### config.mk
export PLATFORM = sky130hd
export DESIGN_NAME = loop_buffer_fetch
export DESIGN_NICKNAME = d
export VERILOG_FILES = /design/src/rtl/lbf_pkg.sv /design/src/rtl/lbf_tags.sv /design/src/rtl/lbf_ctrl.sv /design/src/rtl/lbf_out.sv /design/src/rtl/loop_buffer_fetch.sv
export SDC_FILE = /design/constraint.sdc
export NUM_CORES = 1
export LEC_CHECK = 0
export BUFFER_PORTS_ARGS = -buffer_cell sky130_fd_sc_hd__buf_4
export CAP_MARGIN = 5
export CELL_PAD_IN_SITES_DETAIL_PLACEMENT = 1
export CELL_PAD_IN_SITES_GLOBAL_PLACEMENT = 2
export CORE_MARGIN = 4
export CORE_UTILIZATION = 30
export DETAILED_ROUTE_END_ITERATION = 8
export PLACE_DENSITY = 0.87
export SLEW_MARGIN = 20
export SYNTH_ARGS = -nofsm -noshare
export SYNTH_HDL_FRONTEND = slang
export SYNTH_SLANG_ARGS = --single-unit
export TNS_END_PERCENT = 50
### constraint.sdc
create_clock -name clk -period 5.6 [get_ports clk]
set_input_delay 1.12 -clock clk [delete_from_list [all_inputs] [get_ports clk]]
set_output_delay 1.12 -clock clk [all_outputs]
set_load 0.02 [all_outputs]
### src/rtl/lbf_pkg.sv
package lbf_pkg;

  typedef enum logic [2:0] {
    ST_IDLE = 3'd0,  // fetch from program memory, nothing recorded
    ST_ARM  = 3'd1,  // hand-over into recording
    ST_REC  = 3'd2,  // recording the first pass
    ST_HAND = 3'd3,  // hand-over into buffer supply
    ST_SUP  = 3'd4,  // buffer supplies the body
    ST_EXIT = 3'd5   // hand-over back to program memory
  } lbf_state_e;

endpackage

### src/rtl/lbf_tags.sv
module lbf_tags #(
  parameter int DEPTH = 16,
  localparam int XW = $clog2(DEPTH)
) (
  input  logic          clk,
  input  logic          rst,
  input  logic          clr,
  input  logic          set,
  input  logic [XW-1:0] set_idx,
  input  logic [XW-1:0] rd_idx,
  output logic          hit
);

  logic [DEPTH-1:0] tag_q;

  for (genvar i = 0; i < DEPTH; i++) begin : g_tag
    always_ff @(posedge clk) begin
      if (rst || clr)
        tag_q[i] <= 1'b0;
      else if (set && set_idx == XW'(i))
        tag_q[i] <= 1'b1;
    end
  end

  assign hit = tag_q[rd_idx];

  // an announcement leaves no tag set
  a_r8_clear_all: assert property (@(posedge clk) disable iff (rst)
    clr |=> (tag_q == '0));

endmodule

### src/rtl/lbf_ctrl.sv
module lbf_ctrl
  import lbf_pkg::*;
#(
  parameter int AW    = 12,
  parameter int DEPTH = 16,
  localparam int XW = $clog2(DEPTH)
) (
  input  logic          clk,
  input  logic          rst,
  input  logic          fetch_req,
  input  logic [AW-1:0] fetch_addr,
  input  logic          loop_set,
  input  logic [AW-1:0] loop_first,
  input  logic [AW-1:0] loop_last,
  input  logic          loop_final,
  input  logic          tag_hit,
  output logic [XW-1:0] idx,
  output logic          use_buf,
  output logic          rec,
  output logic          tag_clr,
  output logic          pm_ce
);

  lbf_state_e st_q, st_d;
  logic [AW-1:0] first_q, last_q;
  logic in_body, at_first, at_last, fits;

  assign fits     = (loop_last >= loop_first) &&
                    ((loop_last - loop_first) <= AW'(DEPTH - 1));
  assign in_body  = (fetch_addr >= first_q) && (fetch_addr <= last_q);
  assign at_first = (fetch_addr == first_q);
  assign at_last  = (fetch_addr == last_q);
  assign idx      = XW'(fetch_addr - first_q);
  assign tag_clr  = loop_set;

  always_comb begin
    st_d    = st_q;
    use_buf = 1'b0;
    rec     = 1'b0;
    unique case (st_q)
      ST_IDLE: ;
      ST_ARM, ST_REC: begin
        if (fetch_req && in_body) begin
          rec = 1'b1;
          if (st_q == ST_ARM && at_first && !at_last)
            st_d = ST_REC;
          else if ((st_q == ST_REC || at_first) && at_last)
            st_d = loop_final ? ST_EXIT : ST_HAND;
        end
      end
      ST_HAND, ST_SUP: begin
        if (fetch_req) begin
          if (in_body && tag_hit) begin
            use_buf = 1'b1;
            if (at_last && loop_final)
              st_d = ST_EXIT;
            else
              st_d = ST_SUP;
          end else begin
            rec  = in_body;
            st_d = ST_ARM;
          end
        end
      end
      ST_EXIT: st_d = ST_IDLE;
      default: st_d = ST_IDLE;
    endcase
    if (loop_set) begin
      use_buf = 1'b0;
      rec     = 1'b0;
      st_d    = fits ? ST_ARM : ST_IDLE;
    end
  end

  assign pm_ce = fetch_req && !use_buf;

  always_ff @(posedge clk) begin
    if (rst) begin
      st_q    <= ST_IDLE;
      first_q <= '0;
      last_q  <= '0;
    end else begin
      st_q <= st_d;
      if (loop_set) begin
        first_q <= loop_first;
        last_q  <= loop_last;
      end
    end
  end

  // a buffer-served fetch never touches program memory
  a_r3_buf_no_pm: assert property (@(posedge clk) disable iff (rst)
    use_buf |-> !pm_ce);

  // the hand-over back to idle lasts one cycle
  a_r5_exit_once: assert property (@(posedge clk) disable iff (rst)
    (st_q == ST_EXIT && !loop_set) |=> (st_q == ST_IDLE));

  // final pass ending in the buffer hands back to program memory
  a_r4_final_exit: assert property (@(posedge clk) disable iff (rst)
    (use_buf && at_last && loop_final) |=> (st_q == ST_EXIT));

  // nothing is recorded while idle
  a_r9_idle_no_rec: assert property (@(posedge clk) disable iff (rst)
    (st_q == ST_IDLE) |-> !rec);

  // only the supported depths are built
  initial begin
    a_r10_depth: assert (DEPTH == 8 || DEPTH == 16 || DEPTH == 32 || DEPTH == 64);
  end

endmodule

### src/rtl/lbf_out.sv
module lbf_out #(
  parameter int IW    = 32,
  parameter int DEPTH = 16,
  localparam int XW = $clog2(DEPTH)
) (
  input  logic          clk,
  input  logic          rst,
  input  logic          fetch_req,
  input  logic          use_buf,
  input  logic          rec,
  input  logic [XW-1:0] idx,
  input  logic [IW-1:0] pm_rdata,
  input  logic [IW-1:0] lb_rdata,
  output logic [IW-1:0] instr,
  output logic          instr_valid,
  output logic          instr_from_buf,
  output logic          lb_we,
  output logic [XW-1:0] lb_waddr,
  output logic [IW-1:0] lb_wdata
);

  logic          vld_q, buf_q, rec_q, fwd_q;
  logic [XW-1:0] widx_q;
  logic [IW-1:0] hold_q;

  always_ff @(posedge clk) begin
    if (rst) begin
      vld_q  <= 1'b0;
      buf_q  <= 1'b0;
      rec_q  <= 1'b0;
      fwd_q  <= 1'b0;
      widx_q <= '0;
      hold_q <= '0;
    end else begin
      vld_q  <= fetch_req;
      buf_q  <= use_buf;
      rec_q  <= rec;
      widx_q <= idx;
      // a read issued while the same entry is being written sees old data
      fwd_q  <= use_buf && rec_q && (idx == widx_q);
      hold_q <= pm_rdata;
    end
  end

  assign instr          = !buf_q ? pm_rdata : (fwd_q ? hold_q : lb_rdata);
  assign instr_valid    = vld_q;
  assign instr_from_buf = buf_q;
  assign lb_we          = rec_q;
  assign lb_waddr       = widx_q;
  assign lb_wdata       = pm_rdata;

  // a recorded fetch is written one cycle later
  a_r2_write_follows: assert property (@(posedge clk) disable iff (rst)
    rec |=> lb_we);

  // every request yields a word one cycle later
  a_r1_valid_follows: assert property (@(posedge clk) disable iff (rst)
    fetch_req |=> instr_valid);

  // no word without a request
  a_r12_no_spurious: assert property (@(posedge clk) disable iff (rst)
    !fetch_req |=> !instr_valid);

endmodule

### src/rtl/loop_buffer_fetch.sv
module loop_buffer_fetch #(
  parameter int AW    = 12,
  parameter int IW    = 32,
  parameter int DEPTH = 16,
  localparam int XW = $clog2(DEPTH)
) (
  input  logic          clk,
  input  logic          rst,
  input  logic          fetch_req,
  input  logic [AW-1:0] fetch_addr,
  output logic [IW-1:0] instr,
  output logic          instr_valid,
  output logic          instr_from_buf,
  input  logic          loop_set,
  input  logic [AW-1:0] loop_first,
  input  logic [AW-1:0] loop_last,
  input  logic          loop_final,
  output logic          pm_ce,
  output logic [AW-1:0] pm_addr,
  input  logic [IW-1:0] pm_rdata,
  output logic          lb_re,
  output logic [XW-1:0] lb_raddr,
  input  logic [IW-1:0] lb_rdata,
  output logic          lb_we,
  output logic [XW-1:0] lb_waddr,
  output logic [IW-1:0] lb_wdata
);

  logic [XW-1:0] idx;
  logic use_buf, rec, tag_clr, tag_hit;

  lbf_ctrl #(.AW(AW), .DEPTH(DEPTH)) u_ctrl (
    .clk(clk), .rst(rst),
    .fetch_req(fetch_req), .fetch_addr(fetch_addr),
    .loop_set(loop_set), .loop_first(loop_first),
    .loop_last(loop_last), .loop_final(loop_final),
    .tag_hit(tag_hit), .idx(idx), .use_buf(use_buf),
    .rec(rec), .tag_clr(tag_clr), .pm_ce(pm_ce)
  );

  lbf_tags #(.DEPTH(DEPTH)) u_tags (
    .clk(clk), .rst(rst), .clr(tag_clr), .set(rec),
    .set_idx(idx), .rd_idx(idx), .hit(tag_hit)
  );

  lbf_out #(.IW(IW), .DEPTH(DEPTH)) u_out (
    .clk(clk), .rst(rst), .fetch_req(fetch_req),
    .use_buf(use_buf), .rec(rec), .idx(idx),
    .pm_rdata(pm_rdata), .lb_rdata(lb_rdata),
    .instr(instr), .instr_valid(instr_valid),
    .instr_from_buf(instr_from_buf), .lb_we(lb_we),
    .lb_waddr(lb_waddr), .lb_wdata(lb_wdata)
  );

  assign pm_addr  = fetch_addr;
  assign lb_re    = use_buf;
  assign lb_raddr = idx;

endmodule

==> results of run 1 <==
-- per-layer routing --
metal  track usage [%]  up-vias  share of wire, %
li1                  -     2280                 -
met1              20.7     2210                42
met2              29.8      156                50
met3              3.41       24               5.7
met4              6.75        0               2.6
met5                 0        -                 0
-- final timing paths --
kind                                                startpoint                            end  slack, ps  depth (start not counted)
worst max register to register  u_ctrl.first_q[0]$_SDFFE_PP0P_   u_tags.tag_q[6]$_SDFFE_PP0P_       2110                         11
worst max-delay path                             fetch_addr[0]                          pm_ce        500                         13
worst min register to register   u_tags.tag_q[10]$_SDFFE_PP0P_  u_tags.tag_q[10]$_SDFFE_PP0P_        460                          2
worst min-delay path             u_tags.tag_q[10]$_SDFFE_PP0P_  u_tags.tag_q[10]$_SDFFE_PP0P_        460                          2
-- cells in the final DEF, fill, tap and decap left out, types with 3 or more instances in the layout --
cell	count
buf_4	195
dfxtp_1	81
nor2_1	76
mux2i_1	59
a21oi_1	50
inv_1	43
nor2b_1	38
nand2_1	38
ha_1	36
o21ai_2	9
clkbuf_16	9
xnor2_1	8
nor3_1	7
o21ai_1	6
nand4_1	6
a21o_1	6
nand3_1	5
o21a_1	4
o21ai_0	4
inv_2	3
mux4_2	3
and2_1	3
o211ai_1	3
o31ai_1	3
or3_1	3
a31oi_1	3
a311oi_1	3
-- final cells by class --
class	instances	area [um2]	share of cell area, %
clock buffer	12	246	3.66
clock inverter	4	50.0	0.743
inverter	47	179	2.66
multi-input combinational	406	2850	42.3
sequential	83	1670	24.8
tap	220	275	4.09
timing repair buffer	195	1460	21.7
-- through the flow --
| step | hold slack (ps) | worst slack, ps | total power, mW | utilization [%] | cells |
|---|---|---|---|---|---|
| detailed placement | 452 | 456 | 1.07 | 38.5 | 951 |
| global route | 488 | 250 | 1.76 | 40.3 | 967 |
| finish | 461 | 497 | 1.65 | 40.3 | 967 |
| global placement | 435 | 515 | 1.06 | 38.5 | 951 |
| CTS | 466 | 450 | 1.69 | 40.3 | 967 |
| floorplan | 420 | 750 | 0.909 | - | 609 |
-- cells in the mapped netlist, types with 5 or more instances --
cell      count
nand2_1      38
mux2i_1      59
inv_1        43
nor2b_1      38
nor2_1       76
dfxtp_1      83
ha_1         36
buf_4        44
o21ai_2       9
clkbuf_1     21
a21oi_1      50
buf_1         6
xnor2_1       8
nand4_1       6
o21ai_1       6
nor3_1        7
nand3_1       5
a21o_1        6
-- critical path, cell delays in order --
cell and delay [ps]:
buf_4 110, inv_1 70, ha_1 160, inv_1 50
fa_1 420, xnor2_2 440, mux4_1 380, and2_0 180
a2111o_1 400, nand2_1 110, nand3b_1 220, and2_1 170
buf_4 140
-- power groups by stage --
| stage | clock (mW) | combinational (mW) | sequential (mW) |
|---|---|---|---|
| 3_3_place_gp | 0 | 0.412 | 0.645 |
| 3_5_place_dp | 0 | 0.424 | 0.647 |
| 2_1_floorplan | 0 | 0.264 | 0.644 |
| 5_1_grt | 0.656 | 0.467 | 0.636 |
| 6_report | 0.600 | 0.422 | 0.633 |
| 4_1_cts | 0.625 | 0.427 | 0.634 |
-- sequential cells by signal, indices dropped and copies added (netlist names) --
signal                count
u_ctrl.first_q           12
u_out.instr_from_buf      1
u_out.fwd_q               1
u_out.lb_we               1
u_tags.tag_q             16
u_ctrl.st_q               3
u_out.hold_q             32
u_out.lb_waddr            4
u_ctrl.last_q            12
u_out.instr_valid         1
-- kinds of logic after synthesis --
logic type | count (synthesis) | share of synthesized area [%]
AO/OA/AOI/OAI | 102 | 12.6
XOR/XNOR | 10 | 1.85
adder cells (fa/ha/maj) | 38 | 9.53
buffers and inverters | 120 | 12.3
flip-flops | 83 | 32.3
multiplexers | 64 | 13.5
AND/OR/NAND/NOR | 192 | 17.9
==> flow_summary.toml, run 1 <==
[floorplan]
die_w_um = 139
core-area_mm2 = 0.0167
ios = 194
die_h_um = 139
start_util_pct = 30.8
die-area_mm2 = 0.0193
fp-row-count = 47

[pwr]
ir_drop_v = 0.000131
power_density_mw_per_mm2 = 246
p_comb_share_pct = 25.5
internal_power_mw = 1.17
leakagePower_nw = 3.05
switching_share_pct = 29.6
pwr-share-clk_pct = 36.2
power_switching_mw = 0.489
seq_power_share_pct = 38.3

[global_routing]
grt_pass1_vias = 4958
grt_pass1_wl_um = 26600
antenna_found_initial = 0
grt_usage_pct = 17.1
grt_max_degree = 66
grt.overflow.total = 0

[timing]
fin_crit_sh_pct = 91.1
skew_ps = 7.72
setup_viol = 0
max_freq_mhz = 196
slew_violations = 0
hold_viol = 0
worst_pin_slew_ps = 1060
finalCriticalPeriod_ps = 5100
relSlewSlack_pct = 29.1
tns_ps = 0
rsz0062_at_grt = "false"

[clocking]
clkLatencyLatePin_ps = 340
cts_setup_buffers = 0
cts_tree = "yes"
cts_hold_buf = 0
cts_resized = 0
numCtsBuffers = 9
clock_path_buffers = 2
root_buffer = "clkbuf_16"
cts.sinks = 83
clk_pin_slew_worst_paths_ps = 60
htree_levels = 3

[synthesis]
synth_edf_count = 0
synth_async_sr_flop_share_pct = 0
avgSynthCellArea_um2 = 8.45
synth_cells = 609
synth_fp_nets = 752
ys_ff_latch = 83
synthTopCellsByArea = "dfxtp_1 32%, mux2i_1 11%, ha_1 8.8%, buf_4 6.4%, nor2_1 5.5%"
yosysSeqAreaShare_pct = 32.3
yosysUniqueCellTypes = 57
synth_top_cell_by_area = "dfxtp_1"
syn_area_mm2 = 0.00514
synth_ff_type = "dfxtp_1"
yosysWarnings = 0
synth_top_area_share_pct = 32.3

[routing]
drc_errors = 0
first_iter_violations = 144
dr.pass1.iters = 4
num_vias = 4670
avgRoutedWirePerCell_um = 16.8
drt-total-wl_um = 16300
vias_per_cell = 4.83
antenna_left = 0

[critical_path]
required_ps = 4480
crit_path_start_kind = "input port"
setup.worst_path.class = "input port to output pin"
worstPathMaxFanout = 8
arrival_ps = 3980
cp-end-kind = "output pin"

[placement]
dp_hpwl_um = 12800
io_buffers = 193
placed_area_mm2 = 0.00643
gp_congestion = 0.832

[status]
status = "finished, final reports clean"

[hold_path]
worst_hold_path_type = "flop to flop"

[finish]
stdcell_area_mm2 = 0.00673
syn2layout_area_growth_pct = 30.8
fillers = 2021
final_nets = 885
diodes = 0
drive_above_1_share_pct = 31.3

[flow_run]
max-cap-violations = 0
Power figures use the tool's default switching activity.
==> inputs of run 2 (changes only) <==
Settings changed: CORE_ASPECT_RATIO from default to 0.75.
==> run 2 against run 1 <==
Compared with the run above:
- clock power is 8.5% lower
- combinational power hardly changed
- count of clock-buffer cells in the layout is the same
- die area is 0.11% higher
- final area decreased by 0.45%
- routed wire length is 4.4% lower
- maximum frequency down 1.4%
- first-iteration DRC count grew 25%
- sequential share of layout area is 0.11 points higher
- critical endpoint unchanged
- sequential power hardly changed
- global-route usage fell by 1.3 points
==> flow_summary.toml, run 2 (synthesized netlist as in run 1, its figures left out) <==
[critical_path]
arrival_ps = 4050
reg2reg_depth = 11
r2r-start = "u_ctrl.first_q[0]$_SDFFE_PP0P_"
crit_path_start_kind = "input port"
required_ps = 4480
worstPathMaxFanout = 8
cp-end-kind = "output pin"
r2r_end = "u_tags.tag_q[14]$_SDFFE_PP0P_"
crit_start = "fetch_addr[0]"
setup.worst_path.class = "input port to output pin"
r2r_slack_ps = 2110
crit_path_end = "pm_ce"

[finish]
largest_registers = "u_out.hold_q: 32 flops, u_tags.tag_q: 16 flops"
drive_above_1_share_pct = 31.3
most-common-layout-cells = "195 x buf_4, 81 x dfxtp_1, 76 x nor2_1"
multi_input_area_mm2 = 0.00285
stdcell_count = 962
regArea_mm2 = 0.00167
syn2layout_area_growth_pct = 30.3
diodes = 0
regMostFlops = "u_out.hold_q"
fillers = 2022
final_common_cell = "buf_4"
final_nets = 885
largest_reg_flops = 32

[global_routing]
grt_pass1_wl_um = 24900
met2_usage_pct = 27.1
grt_max_degree = 66
grt_usage_pct = 15.7
use_met3_pct = 3.77
grt.overflow.total = 0
use_met1_pct = 20.3
grt_pass1_vias = 4928
antenna_found_initial = 0
grt-busiest-layer = "met2"

[timing]
fin_crit_sh_pct = 92.4
slew_violations = 0
finalCriticalPeriod_ps = 5170
skew_ps = 9.63
tns_ps = 0
hold_viol = 0
worst_pin_slew_ps = 1040
max_freq_mhz = 193
hold-worst-slack_ps = 457
rsz0062_at_grt = "false"
relSlewSlack_pct = 30.5
setup_viol = 0

[clocking]
cts_setup_buffers = 0
cts.sinks = 83
numCtsBuffers = 9
clock_path_buffers = 2
cts_tree = "yes"
cts_resized = 0
htree_levels = 3
cts_hold_buf = 0
clkLatencyLatePin_ps = 330
clk_pin_slew_worst_paths_ps = 60
root_buffer = "clkbuf_16"

[floorplan]
fp-row-count = 41
core-area_mm2 = 0.0168
ios = 194
start_util_pct = 30.6
die_w_um = 159
die_h_um = 121
die-area_mm2 = 0.0193

[routing]
drt-total-wl_um = 15600
first_iter_violations = 180
antenna_left = 0
dr.pass1.iters = 4
vias_per_cell = 4.77
drc_errors = 0
num_vias = 4591
avgRoutedWirePerCell_um = 16.2

[placement]
post-place-cells = 946
io_buffers = 193
gp_congestion = 0.861
dp_hpwl_um = 12500

[flow_run]
max-cap-violations = 0

[pwr]
power_density_mw_per_mm2 = 239
ir_drop_v = 0.000111
leakagePower_nw = 3.05

[hold_path]
hold_depth = 2
worst_hold_path_type = "flop to flop"

[status]
status = "finished, final reports clean"
==> run 2: final cells by class <==
| cell class | instances | area share [%] |
|---|---|---|
| Inverter | 47 | 2.67 |
| Clock buffer | 12 | 3.68 |
| Sequential cell | 83 | 24.9 |
| Clock inverter | 4 | 0.392 |
| Tap cell | 215 | 4.01 |
| Multi-Input combinational cell | 406 | 42.5 |
| Timing Repair Buffer | 195 | 21.8 |
==> run 2: layer usage <==
layer	part of all wire, %	vias to the layer above
li1	-	2286
met1	46	2197
met2	49	98
met3	4.1	10
met4	0.75	0
met5	0	-
==> run 2: how the worst min path moves through the flow <==
stage | startpoint | end | slack [ps]
2_1_floorplan | u_tags.tag_q[6]$_SDFFE_PP0P_ | u_tags.tag_q[6]$_SDFFE_PP0P_ | 420
3_3_place_gp | u_tags.tag_q[15]$_SDFFE_PP0P_ | u_tags.tag_q[15]$_SDFFE_PP0P_ | 440
3_5_place_dp | u_tags.tag_q[12]$_SDFFE_PP0P_ | u_tags.tag_q[12]$_SDFFE_PP0P_ | 450
4_1_cts | u_tags.tag_q[12]$_SDFFE_PP0P_ | u_tags.tag_q[12]$_SDFFE_PP0P_ | 450
5_1_grt | u_tags.tag_q[2]$_SDFFE_PP0P_ | u_tags.tag_q[2]$_SDFFE_PP0P_ | 480
6_report | u_tags.tag_q[11]$_SDFFE_PP0P_ | u_tags.tag_q[11]$_SDFFE_PP0P_ | 460
==> run 2: stage by stage <==
step / power, mW / setup slack, ps / area, um2 / util, %
floorplan: 0.909 / 750 / 5140 / -
global placement: 1.05 / 493 / 6430 / 38.2
detailed placement: 1.07 / 433 / 6430 / 38.2
CTS: 1.63 / 391 / 6700 / 39.8
global route: 1.69 / 231 / 6700 / 39.8
finish: 1.60 / 427 / 6700 / 39.8
==> run 2: power breakdown <==
part | switching [mW] | internal (mW)
Combinational | 0.229 | 0.190
Sequential | 0.0152 | 0.618
Clock | 0.237 | 0.312
==> run 2: critical path, cell delays in order <==
cell and delay [ps]:
buf_4 110, inv_1 80, ha_1 180, inv_1 60, fa_1 420, xnor2_2 460, mux4_1 360, and2_0 180
a2111o_1 410, nand2_1 130, nand3b_1 240, and2_1 160, buf_4 140
==> inputs of run 3 (changes only) <==
Settings changed: CORE_UTILIZATION 30 to 25, MAX_ROUTING_LAYER from default to met4, PLACE_DENSITY 0.87 to 0.74.
==> run 3 against run 2 <==
Compared with the run above:
- clock power up 4.2%
- non-clock buffer count fell by 1
- register-to-register slack about the same
- die area grew 19%
- sequential power hardly changed
- critical path depth is 1 lower
- combinational power about the same
- final cell count is 4.4% higher
- via count is 0.52% lower
- clock skew down 7.0 ps
- worst hold slack better by 2.2 ps
- count of clock-buffer cells in the layout decreased by 1
- largest cell class unchanged
==> flow_summary.toml, run 3 (synthesized netlist as in run 1, its figures left out) <==
[floorplan]
die-area_mm2 = 0.0230
fp-row-count = 45
core-area_mm2 = 0.0202
ios = 194
die_h_um = 132
start_util_pct = 25.5
die_w_um = 174

[routing]
dr.pass1.iters = 4
vias_per_cell = 4.55
drc_errors = 0
first_iter_violations = 114
drt-total-wl_um = 16400
avgRoutedWirePerCell_um = 16.3
antenna_left = 0
num_vias = 4567

[global_routing]
grt_usage_pct = 14.5
met2_usage_pct = 24.7
grt-busiest-layer = "met2"
grt.overflow.total = 0
use_met3_pct = 2.58
use_met1_pct = 17.9
grt_pass1_wl_um = 26300
grt_pass1_vias = 4979
antenna_found_initial = 0
grt_max_degree = 66

[finish]
final_nets = 884
syn2layout_area_growth_pct = 31.2
final_common_cell = "buf_4"
largest_registers = "u_out.hold_q: 32 flops, u_tags.tag_q: 16 flops"
stdcell_count = 1004
stdcell_area_mm2 = 0.00675
regMostFlops = "u_out.hold_q"
largest_reg_flops = 32
most-common-layout-cells = "194 x buf_4, 81 x dfxtp_1, 75 x nor2_1"
diodes = 0
drive_above_1_share_pct = 31.4

[placement]
post-place-cells = 988
io_buffers = 193
gp_congestion = 0.844
dp_hpwl_um = 12700
placed_area_mm2 = 0.00647

[critical_path]
worstPathMaxFanout = 7
required_ps = 4480
cp-end-kind = "output pin"
setup.worst_path.class = "input port to output pin"
arrival_ps = 4040
crit_path_start_kind = "input port"

[timing]
tns_ps = 0
rsz0062_at_grt = "false"
setup_viol = 0
hold_viol = 0
relSlewSlack_pct = 28.2
finalCriticalPeriod_ps = 5160
fin_crit_sh_pct = 92.1
skew_ps = 2.66
max_freq_mhz = 194
slew_violations = 0
worst_pin_slew_ps = 1080

[status]
status = "finished, final reports clean"

[clocking]
cts_resized = 0
cts_hold_buf = 0
clk_pin_slew_worst_paths_ps = 60
clock_path_buffers = 2
cts.sinks = 83
clkLatencyLatePin_ps = 340
cts_tree = "yes"
numCtsBuffers = 9
cts_setup_buffers = 0
htree_levels = 3
root_buffer = "clkbuf_16"

[pwr]
power_density_mw_per_mm2 = 241
leakagePower_nw = 3.03
ir_drop_v = 0.000118
power_mw = 1.62

[flow_run]
max-cap-violations = 0

[hold_path]
worst_hold_path_type = "flop to flop"
run 3: report_power, final:
part,switching [mW],internal (mW),leakage (nW)
logic,0.230,0.190,2.22
registers,0.0151,0.618,0.686
clock network,0.269,0.303,0.118
run 3: final cells by class:
class	count	area [um2]
fill	2393	13500
multi-input combinational	406	2850
sequential	83	1670
timing repair buffer	194	1460
tap	258	323
clock buffer	11	233
inverter	47	179
clock inverter	5	38.8
run 3: path summary, 6_finish.rpt:
| check | startpoint | to | slack (ps) | cells after the start |
|---|---|---|---|---|
| setup / recovery | fetch_addr[0] | pm_ce | 440 | 12 |
| hold / removal | u_tags.tag_q[7]$_SDFFE_PP0P_ | u_tags.tag_q[7]$_SDFFE_PP0P_ | 460 | 2 |
| setup reg to reg | u_ctrl.first_q[0]$_SDFFE_PP0P_ | u_tags.tag_q[6]$_SDFFE_PP0P_ | 2110 | 10 |
| hold reg to reg | u_tags.tag_q[7]$_SDFFE_PP0P_ | u_tags.tag_q[7]$_SDFFE_PP0P_ | 460 | 2 |
run 3: metrics by stage:
stage | setup slack [ps] | utilization, % | hold slack [ps]
after floorplan | 750 | - | 420
after global placement | 477 | 32.0 | 438
after detailed placement | 424 | 32.0 | 450
final | 441 | 33.4 | 459
after global routing | 253 | 33.4 | 486
after CTS | 408 | 33.4 | 463
run 3: critical path, cell delays in order:
cell and delay, ps:
buf_4 110, inv_1 70, ha_1 170, inv_1 60, fa_1 660, mux4_1 590
and2_0 170, a2111o_1 400, nand2_1 130, nand3b_1 250, and2_1 170, buf_4 130
run 3: routing by layer:
metal | wire [um] | vias up
li1 | - | 2295
met1 | 7630 | 2168
met2 | 8070 | 89
met3 | 522 | 15
met4 | 165 | 0
met5 | 0 | -
